<file path="config.mk">
export PLATFORM = sky130hd
export DESIGN_NAME = tag_wakeup_station_pool
export DESIGN_NICKNAME = d
export VERILOG_FILES = /design/src/rtl/rs_pool_pkg.sv /design/src/rtl/rs_pick_first.sv /design/src/rtl/rs_src_resolve.sv /design/src/rtl/rs_slot.sv /design/src/rtl/tag_wakeup_station_pool.sv
export SDC_FILE = /design/constraint.sdc
export NUM_CORES = 1
export LEC_CHECK = 0
export ABC_AREA = 1
export ABC_CLOCK_PERIOD_IN_PS = 2400
export BUFFER_PORTS_ARGS = -buffer_cell sky130_fd_sc_hd__buf_2
export CORE_MARGIN = 2
export CORE_UTILIZATION = 50
export DETAILED_ROUTE_END_ITERATION = 6
export GPL_TIMING_DRIVEN = 0
export PLACE_DENSITY = 0.69
export SLEW_MARGIN = 20
export SYNTH_ARGS = -nofsm -noshare
export SYNTH_HDL_FRONTEND = slang
export SYNTH_SLANG_ARGS = --single-unit
</file>
<file path="constraint.sdc">
create_clock -name clk -period 2.4 [get_ports clk]
set_input_delay 0.48 -clock clk [delete_from_list [all_inputs] [get_ports clk]]
set_output_delay 0.48 -clock clk [all_outputs]
set_load 0.02 [all_outputs]
</file>
<file path="src/rtl/rs_pool_pkg.sv">
package rs_pool_pkg;
   parameter int RSP_ENTRIES  = 4;
   parameter int RSP_TAG_W    = 4;
   parameter int RSP_DATA_W   = 16;
   parameter int RSP_OP_W     = 4;
   parameter int RSP_TAG_BASE = 1;
endpackage

</file>
<file path="src/rtl/rs_pick_first.sv">
module rs_pick_first #(
   parameter int N     = 4,
   parameter int IDX_W = 2
) (
   input  logic [N-1:0]     req_i,
   output logic             found_o,
   output logic [IDX_W-1:0] idx_o
);
   always_comb begin
      found_o = |req_i;
      idx_o   = '0;
      for (int i = N - 1; i >= 0; i--) begin
         if (req_i[i]) idx_o = IDX_W'(i);
      end
   end
endmodule

</file>
<file path="src/rtl/rs_src_resolve.sv">
module rs_src_resolve #(
   parameter int DATA_W = 16,
   parameter int TAG_W  = 4
) (
   input  logic [TAG_W-1:0]  src_tag_i,
   input  logic [DATA_W-1:0] src_val_i,
   input  logic              bus_valid_i,
   input  logic [TAG_W-1:0]  bus_tag_i,
   input  logic [DATA_W-1:0] bus_val_i,
   output logic [TAG_W-1:0]  q_o,
   output logic [DATA_W-1:0] v_o
);
   // same-cycle forwarding of a broadcast to an operand being issued
   always_comb begin
      if (src_tag_i != '0 && bus_valid_i && bus_tag_i == src_tag_i) begin
         q_o = '0;
         v_o = bus_val_i;
      end else begin
         q_o = src_tag_i;
         v_o = src_val_i;
      end
   end
endmodule

</file>
<file path="src/rtl/rs_slot.sv">
module rs_slot #(
   parameter int DATA_W = 16,
   parameter int TAG_W  = 4,
   parameter int OP_W   = 4
) (
   input  logic              clk,
   input  logic              rst_n,
   input  logic              alloc_i,
   input  logic [OP_W-1:0]   alloc_op_i,
   input  logic [TAG_W-1:0]  alloc_qj_i,
   input  logic [DATA_W-1:0] alloc_vj_i,
   input  logic [TAG_W-1:0]  alloc_qk_i,
   input  logic [DATA_W-1:0] alloc_vk_i,
   input  logic              bus_valid_i,
   input  logic [TAG_W-1:0]  bus_tag_i,
   input  logic [DATA_W-1:0] bus_val_i,
   input  logic              release_i,
   output logic              busy_o,
   output logic              ready_o,
   output logic [OP_W-1:0]   op_o,
   output logic [DATA_W-1:0] vj_o,
   output logic [DATA_W-1:0] vk_o
);
   logic [TAG_W-1:0] qj_q, qk_q;
   logic             hit_j, hit_k;

   assign hit_j   = busy_o && bus_valid_i && qj_q != '0 && qj_q == bus_tag_i;
   assign hit_k   = busy_o && bus_valid_i && qk_q != '0 && qk_q == bus_tag_i;
   assign ready_o = busy_o && qj_q == '0 && qk_q == '0;

   always_ff @(posedge clk) begin
      if (!rst_n) begin
         busy_o <= 1'b0;
         op_o   <= '0;
         qj_q   <= '0;
         qk_q   <= '0;
         vj_o   <= '0;
         vk_o   <= '0;
      end else if (alloc_i) begin
         busy_o <= 1'b1;
         op_o   <= alloc_op_i;
         qj_q   <= alloc_qj_i;
         qk_q   <= alloc_qk_i;
         vj_o   <= alloc_vj_i;
         vk_o   <= alloc_vk_i;
      end else begin
         if (release_i) busy_o <= 1'b0;
         if (hit_j) begin
            vj_o <= bus_val_i;
            qj_q <= '0;
         end
         if (hit_k) begin
            vk_o <= bus_val_i;
            qk_q <= '0;
         end
      end
   end
endmodule

</file>
<file path="src/rtl/tag_wakeup_station_pool.sv">
module tag_wakeup_station_pool
   import rs_pool_pkg::*;
#(
   parameter int NUM_ENTRIES = RSP_ENTRIES,
   parameter int TAG_W       = RSP_TAG_W,
   parameter int DATA_W      = RSP_DATA_W,
   parameter int OP_W        = RSP_OP_W,
   parameter int TAG_BASE    = RSP_TAG_BASE
) (
   input  logic              clk,
   input  logic              rst_n,
   input  logic              iss_valid,
   output logic              iss_ready,
   output logic [TAG_W-1:0]  iss_tag,
   input  logic [OP_W-1:0]   iss_op,
   input  logic [TAG_W-1:0]  iss_src1_tag,
   input  logic [DATA_W-1:0] iss_src1_val,
   input  logic [TAG_W-1:0]  iss_src2_tag,
   input  logic [DATA_W-1:0] iss_src2_val,
   input  logic              bus_valid,
   input  logic [TAG_W-1:0]  bus_tag,
   input  logic [DATA_W-1:0] bus_val,
   output logic              disp_valid,
   input  logic              disp_ready,
   output logic [OP_W-1:0]   disp_op,
   output logic [DATA_W-1:0] disp_a,
   output logic [DATA_W-1:0] disp_b,
   output logic [TAG_W-1:0]  disp_tag
);
   localparam int IDX_W    = $clog2(NUM_ENTRIES);
   localparam int LAST_TAG = TAG_BASE + NUM_ENTRIES - 1;

   if (NUM_ENTRIES < 2) begin : g_bad_depth
      $error("NUM_ENTRIES must be at least 2");
   end
   if (TAG_BASE < 1) begin : g_bad_base
      $error("TAG_BASE must be nonzero; tag 0 means no producer");
   end
   if (LAST_TAG >= (1 << TAG_W)) begin : g_bad_tagw
      $error("TAG_W too narrow for the slot tags");
   end

   logic [NUM_ENTRIES-1:0] busy_v, ready_v, rel_v;
   logic [OP_W-1:0]        op_a [NUM_ENTRIES];
   logic [DATA_W-1:0]      vj_a [NUM_ENTRIES];
   logic [DATA_W-1:0]      vk_a [NUM_ENTRIES];
   logic                   free_found, rdy_found, take;
   logic [IDX_W-1:0]       free_idx, rdy_idx;
   logic [TAG_W-1:0]       new_qj, new_qk;
   logic [DATA_W-1:0]      new_vj, new_vk;

   rs_pick_first #(.N(NUM_ENTRIES), .IDX_W(IDX_W)) u_free_pick (
      .req_i(~busy_v), .found_o(free_found), .idx_o(free_idx));

   rs_pick_first #(.N(NUM_ENTRIES), .IDX_W(IDX_W)) u_rdy_pick (
      .req_i(ready_v), .found_o(rdy_found), .idx_o(rdy_idx));

   rs_src_resolve #(.DATA_W(DATA_W), .TAG_W(TAG_W)) u_src1 (
      .src_tag_i(iss_src1_tag), .src_val_i(iss_src1_val),
      .bus_valid_i(bus_valid), .bus_tag_i(bus_tag), .bus_val_i(bus_val),
      .q_o(new_qj), .v_o(new_vj));

   rs_src_resolve #(.DATA_W(DATA_W), .TAG_W(TAG_W)) u_src2 (
      .src_tag_i(iss_src2_tag), .src_val_i(iss_src2_val),
      .bus_valid_i(bus_valid), .bus_tag_i(bus_tag), .bus_val_i(bus_val),
      .q_o(new_qk), .v_o(new_vk));

   assign iss_ready = free_found;
   assign iss_tag   = TAG_W'(TAG_BASE) + TAG_W'(free_idx);
   assign take      = iss_valid && free_found;

   for (genvar g = 0; g < NUM_ENTRIES; g++) begin : g_slot
      assign rel_v[g] = disp_ready && rdy_found && rdy_idx == IDX_W'(g);
      rs_slot #(.DATA_W(DATA_W), .TAG_W(TAG_W), .OP_W(OP_W)) u_slot (
         .clk(clk), .rst_n(rst_n),
         .alloc_i(take && free_idx == IDX_W'(g)),
         .alloc_op_i(iss_op),
         .alloc_qj_i(new_qj), .alloc_vj_i(new_vj),
         .alloc_qk_i(new_qk), .alloc_vk_i(new_vk),
         .bus_valid_i(bus_valid), .bus_tag_i(bus_tag), .bus_val_i(bus_val),
         .release_i(rel_v[g]),
         .busy_o(busy_v[g]), .ready_o(ready_v[g]),
         .op_o(op_a[g]), .vj_o(vj_a[g]), .vk_o(vk_a[g]));
   end

   assign disp_valid = rdy_found;
   assign disp_op    = op_a[rdy_idx];
   assign disp_a     = vj_a[rdy_idx];
   assign disp_b     = vk_a[rdy_idx];
   assign disp_tag   = TAG_W'(TAG_BASE) + TAG_W'(rdy_idx);
endmodule

</file>
==> metrics.txt <==
# TYPE chip_impl_metric gauge
chip_impl_metric{name="synth_warnings",unit=""} 0
chip_impl_metric{name="fp.dieH",unit="µm"} 162
chip_impl_metric{name="yosysSeqAreaShare",unit="%"} 28.8
chip_impl_metric{name="timing.final.ws_setup",unit="ns"} -0.373
chip_impl_metric{name="nets",unit=""} 2310
chip_impl_metric{name="worstHoldPathCells",unit=""} 3
chip_impl_info{name="critical-path-slowest-cell",value="sky130_fd_sc_hd__dfxtp_2"} 1
chip_impl_metric{name="timing.critical_path.arrival",unit="ns"} 2.29
chip_impl_metric{name="synth_area",unit="µm²"} 12500
chip_impl_info{name="start_kind",value="flop"} 1
chip_impl_info{name="worstSetupPathType",value="reg -> out"} 1
chip_impl_metric{name="wl_per_cell",unit="µm"} 22.4
chip_impl_metric{name="cells_after_synth",unit=""} 2074
chip_impl_metric{name="final_ant_viol_nets",unit=""} 0
chip_impl_metric{name="dr.first_iter.drc_count",unit=""} 2088
chip_impl_metric{name="worst_clock_skew",unit="ns"} 0.0151
chip_impl_info{name="leading_cell_type_in_the_layout_fill_and_taps_excluded",value="sky130_fd_sc_hd__nand2_1"} 1
chip_impl_metric{name="worstSetupPathDepth",unit=""} 13
chip_impl_metric{name="postSynthRegisterBits",unit=""} 180
chip_impl_metric{name="numCtsBuffers",unit=""} 17
chip_impl_metric{name="clk-insertion-delay-late",unit="ns"} 0.46
chip_impl_metric{name="syn_area_per_cell",unit="µm²"} 6.04
chip_impl_info{name="most-common-layout-cells",value="sky130_fd_sc_hd__nand2_1, sky130_fd_sc_hd__nand3_1, sky130_fd_sc_hd__inv_1"} 1
chip_impl_metric{name="starting_utilization_of_the_core_area",unit="%"} 51.2
chip_impl_info{name="synth_top_family_by_area",value="simple AND/OR/NAND/NOR gates"} 1
chip_impl_metric{name="maxClockFrequency",unit="MHz"} 361
chip_impl_info{name="worst_setup_path_end_kind",value="primary output"} 1
chip_impl_metric{name="synth-xor-area-share",unit="%"} 0.140
chip_impl_info{name="root_buffer",value="sky130_fd_sc_hd__clkbuf_16"} 1
chip_impl_metric{name="flow.area_growth_from_synthesis",unit="%"} 22.5
chip_impl_metric{name="synth-edff-count",unit=""} 0
chip_impl_metric{name="cpPeakStageDelay",unit="ns"} 0.33
chip_impl_metric{name="num_io_pins",unit=""} 115
chip_impl_metric{name="max_slew.worst_pin.slew",unit="ns"} 0.942
chip_impl_metric{name="dp.cells",unit=""} 2510
chip_impl_metric{name="final_cell_count_no_fill",unit=""} 2574
chip_impl_info{name="tritoncts",value="built"} 1
chip_impl_info{name="unrepaired_setup_endpoints_after_global_routing",value="yes"} 1
chip_impl_metric{name="worstPathRequired",unit="ns"} 1.92
chip_impl_metric{name="synthSimpleGateAreaFrac",unit="%"} 45.1
chip_impl_metric{name="static-leakage-power",unit="nW"} 7.16
chip_impl_metric{name="grt_antenna_before_repair",unit=""} 0
chip_impl_metric{name="port_buffers",unit=""} 111
chip_impl_info{name="path_delay_family",value="simple AND/OR/NAND/NOR gates"} 1
chip_impl_metric{name="drc_violation_count_after_routing",unit=""} 0
chip_impl_info{name="failing_checks",value="setup timing"} 1
chip_impl_metric{name="grt_pass1_wl",unit="mm"} 84.4
chip_impl_metric{name="htreeDepth",unit=""} 4
chip_impl_info{name="min-delay-path-class",value="in -> reg"} 1
chip_impl_metric{name="sum_of_overflow_across_all_layers_after_global_routing",unit=""} 0
chip_impl_metric{name="r2r_cells",unit=""} 15
chip_impl_metric{name="drive_above_1_share",unit="%"} 19.8
chip_impl_metric{name="power.density",unit="nW/µm²"} 548
chip_impl_metric{name="gp_congestion",unit=""} 1.06
chip_impl_info{name="run_status",value="finished with violations"} 1
chip_impl_metric{name="synth-adder-area-share",unit="%"} 0.399
chip_impl_info{name="crit_path_cell_trace",value="nor2_2, nand3_2, nor2_4, o21ai_2, nand2_4, nand2_4, buf_12, buf_8, clkbuf_16, nand2_1, nand3_1, nand2_1, buf_6"} 1
chip_impl_metric{name="drv_slew",unit=""} 0
chip_impl_metric{name="grtUsageTotal",unit="%"} 43.2
chip_impl_metric{name="rows",unit=""} 57
chip_impl_metric{name="clock-sinks",unit=""} 180
chip_impl_metric{name="synth.distinct_cells",unit=""} 38
chip_impl_metric{name="die-area",unit="µm²"} 26300
chip_impl_metric{name="setup_viol",unit=""} 39
chip_impl_metric{name="area_fraction_in_compound_gates_after_synthesis",unit="%"} 9.04
chip_impl_metric{name="peakVddDrop",unit="V"} 0.000402
chip_impl_metric{name="final_number_of_hold_violating_endpoints",unit=""} 0
chip_impl_metric{name="detail_route.first_pass.iterations",unit=""} 6
chip_impl_metric{name="cap_viol_max_count",unit=""} 0
chip_impl_metric{name="avgViaCountPerCell",unit=""} 5.85
chip_impl_metric{name="cts.reportedPaths.clkPinSlew",unit="ns"} 0.08
chip_impl_info{name="synth_top_cell_by_area",value="sky130_fd_sc_hd__dfxtp_1"} 1
chip_impl_metric{name="wirelength",unit="mm"} 57.8
chip_impl_metric{name="dieWidth",unit="µm"} 162
chip_impl_metric{name="timing.final.crit_share",unit="%"} 116
chip_impl_metric{name="antenna_cells_inserted",unit=""} 0
chip_impl_metric{name="via_count",unit=""} 15100
chip_impl_metric{name="finalPower",unit="W"} 0.00841
chip_impl_metric{name="first_global_vias",unit=""} 13900
chip_impl_metric{name="grt_start_max_net_pins",unit=""} 19
chip_impl_metric{name="synth.area.mux_share",unit="%"} 0
chip_impl_metric{name="clock_path_buffers",unit=""} 2
chip_impl_metric{name="dp_hpwl",unit="mm"} 42.6
chip_impl_info{name="postSynth.topFlopCell",value="sky130_fd_sc_hd__dfxtp_1"} 1
chip_impl_metric{name="path_max_fanout",unit=""} 6
chip_impl_metric{name="finalCriticalPeriod",unit="ns"} 2.77
chip_impl_metric{name="yosysTopAreaCellShare",unit="%"} 28.8
chip_impl_metric{name="synth_async_sr_flop_share",unit="%"} 0
chip_impl_metric{name="slew_headroom",unit="%"} 37.2
chip_impl_metric{name="timing.critical_path.buf_inv",unit=""} 4
chip_impl_info{name="synth.area.top_cells",value="sky130_fd_sc_hd__dfxtp_1, sky130_fd_sc_hd__nand3_1, sky130_fd_sc_hd__nand2_1"} 1
chip_impl_metric{name="core_area",unit="µm²"} 24500
==> metal layers <==
| metal | part of all wire (%) | wire length [µm] | global-route usage (%) |
|---|---|---|---|
| met1 | 39 | 22700 | 56.5 |
| met2 | 42 | 24400 | 64.5 |
| met3 | 13 | 7650 | 12.9 |
| met4 | 5.2 | 3030 | 22.2 |
| met5 | 0.033 | 19 | 0 |
==> state kept, by name (all words and copies together), names as in the netlist <==
register and cells:
g_slot.u_slot.qj_q 16, g_slot.u_slot.vj_o 64, g_slot.u_slot.busy_o 4, g_slot.u_slot.qk_q 16, g_slot.u_slot.op_o 16, g_slot.u_slot.vk_o 64
==> power by group <==
| group | leakage [nW] | internal, W | total, W | switching (W) |
|---|---|---|---|---|
| Combinational | 5.40 | 0.000750 | 0.00225 | 0.00150 |
| Sequential | 1.47 | 0.00310 | 0.00317 | 0.0000707 |
| Clock | 0.291 | 0.00151 | 0.00299 | 0.00148 |
| Total | 7.16 | 0.00536 | 0.00841 | 0.00305 |
==> cells in the mapped netlist (5+ instances only) <==
master,instances
sky130_fd_sc_hd__nand3_1,446
sky130_fd_sc_hd__clkinv_1,6
sky130_fd_sc_hd__dfxtp_1,180
sky130_fd_sc_hd__nand3b_1,66
sky130_fd_sc_hd__and2_1,5
sky130_fd_sc_hd__nand2_4,17
sky130_fd_sc_hd__buf_2,61
sky130_fd_sc_hd__inv_1,350
sky130_fd_sc_hd__clkbuf_1,47
sky130_fd_sc_hd__inv_2,8
sky130_fd_sc_hd__nand4_1,64
sky130_fd_sc_hd__buf_6,8
sky130_fd_sc_hd__nor2_1,63
sky130_fd_sc_hd__nand2_1,474
sky130_fd_sc_hd__buf_1,14
sky130_fd_sc_hd__o21ai_0,22
sky130_fd_sc_hd__a21oi_1,183
sky130_fd_sc_hd__nor2_2,7
sky130_fd_sc_hd__nor2_4,5
sky130_fd_sc_hd__buf_4,7
sky130_fd_sc_hd__nand2_2,9
==> tightest hold or removal path: cells and delay by family <==
family                 cells  cell delay, ns
AO/OA/AOI/OAI              2            0.12
buffers and inverters      1            0.15
==> cells by family after synthesis <==
kind of cell	Yosys count
xor+xnor	2
buf+inv	504
simple gates	1166
compound gates	217
other cells	1
flops	180
fa+ha+maj	4
==> what timing repair did <==
item | 4_1_cts | 5_1_grt
hold buffers | 0 | 0
setup endpoints to repair | 43 | 47
cloned | 5 | 1
pin swaps | 45 | 23
resized for setup | 221 | 68
setup buffers | 23 | 3
==> stage by stage <==
stage	hold slack (ns)	worst slack (ns)	setup TNS, ns	util [%]	area [µm²]
finish	0.328	-0.373	-11.73	62.8	15400
global route	0.333	-0.382	-12.86	62.8	15400
CTS	0.328	-0.305	-10.53	61.7	15100
detailed placement	0.446	-0.502	-15.48	55.2	13500
global placement	0.438	-0.468	-14.12	55.2	13500
floorplan	0.429	0.125	0	-	12500
==> final timing paths <==
| check | from | endpoint | slack [ns] |
|---|---|---|---|
| max reg2reg | g_slot[3].u_slot.qk_q[3] | g_slot[0].u_slot.busy_o | 0.07 |
| min reg2reg | g_slot[0].u_slot.op_o[0] | g_slot[0].u_slot.op_o[0] | 0.46 |
| min | rst_n | g_slot[1].u_slot.op_o[1] | 0.33 |
| max | g_slot[3].u_slot.qk_q[3] | disp_b[7] | -0.37 |
==> final cells by class <==
cell class                 count  area (µm²)
clock inverter                14         159
fill                        2435        9100
tap                          324         405
inverter                     365        1390
timing repair inverter         1        3.75
sequential                   180        3630
multi-input combinational   1391        7270
buffer                       139         931
timing repair buffer         142        1130
clock buffer                  18         439
(Power assumes the default switching activity.)
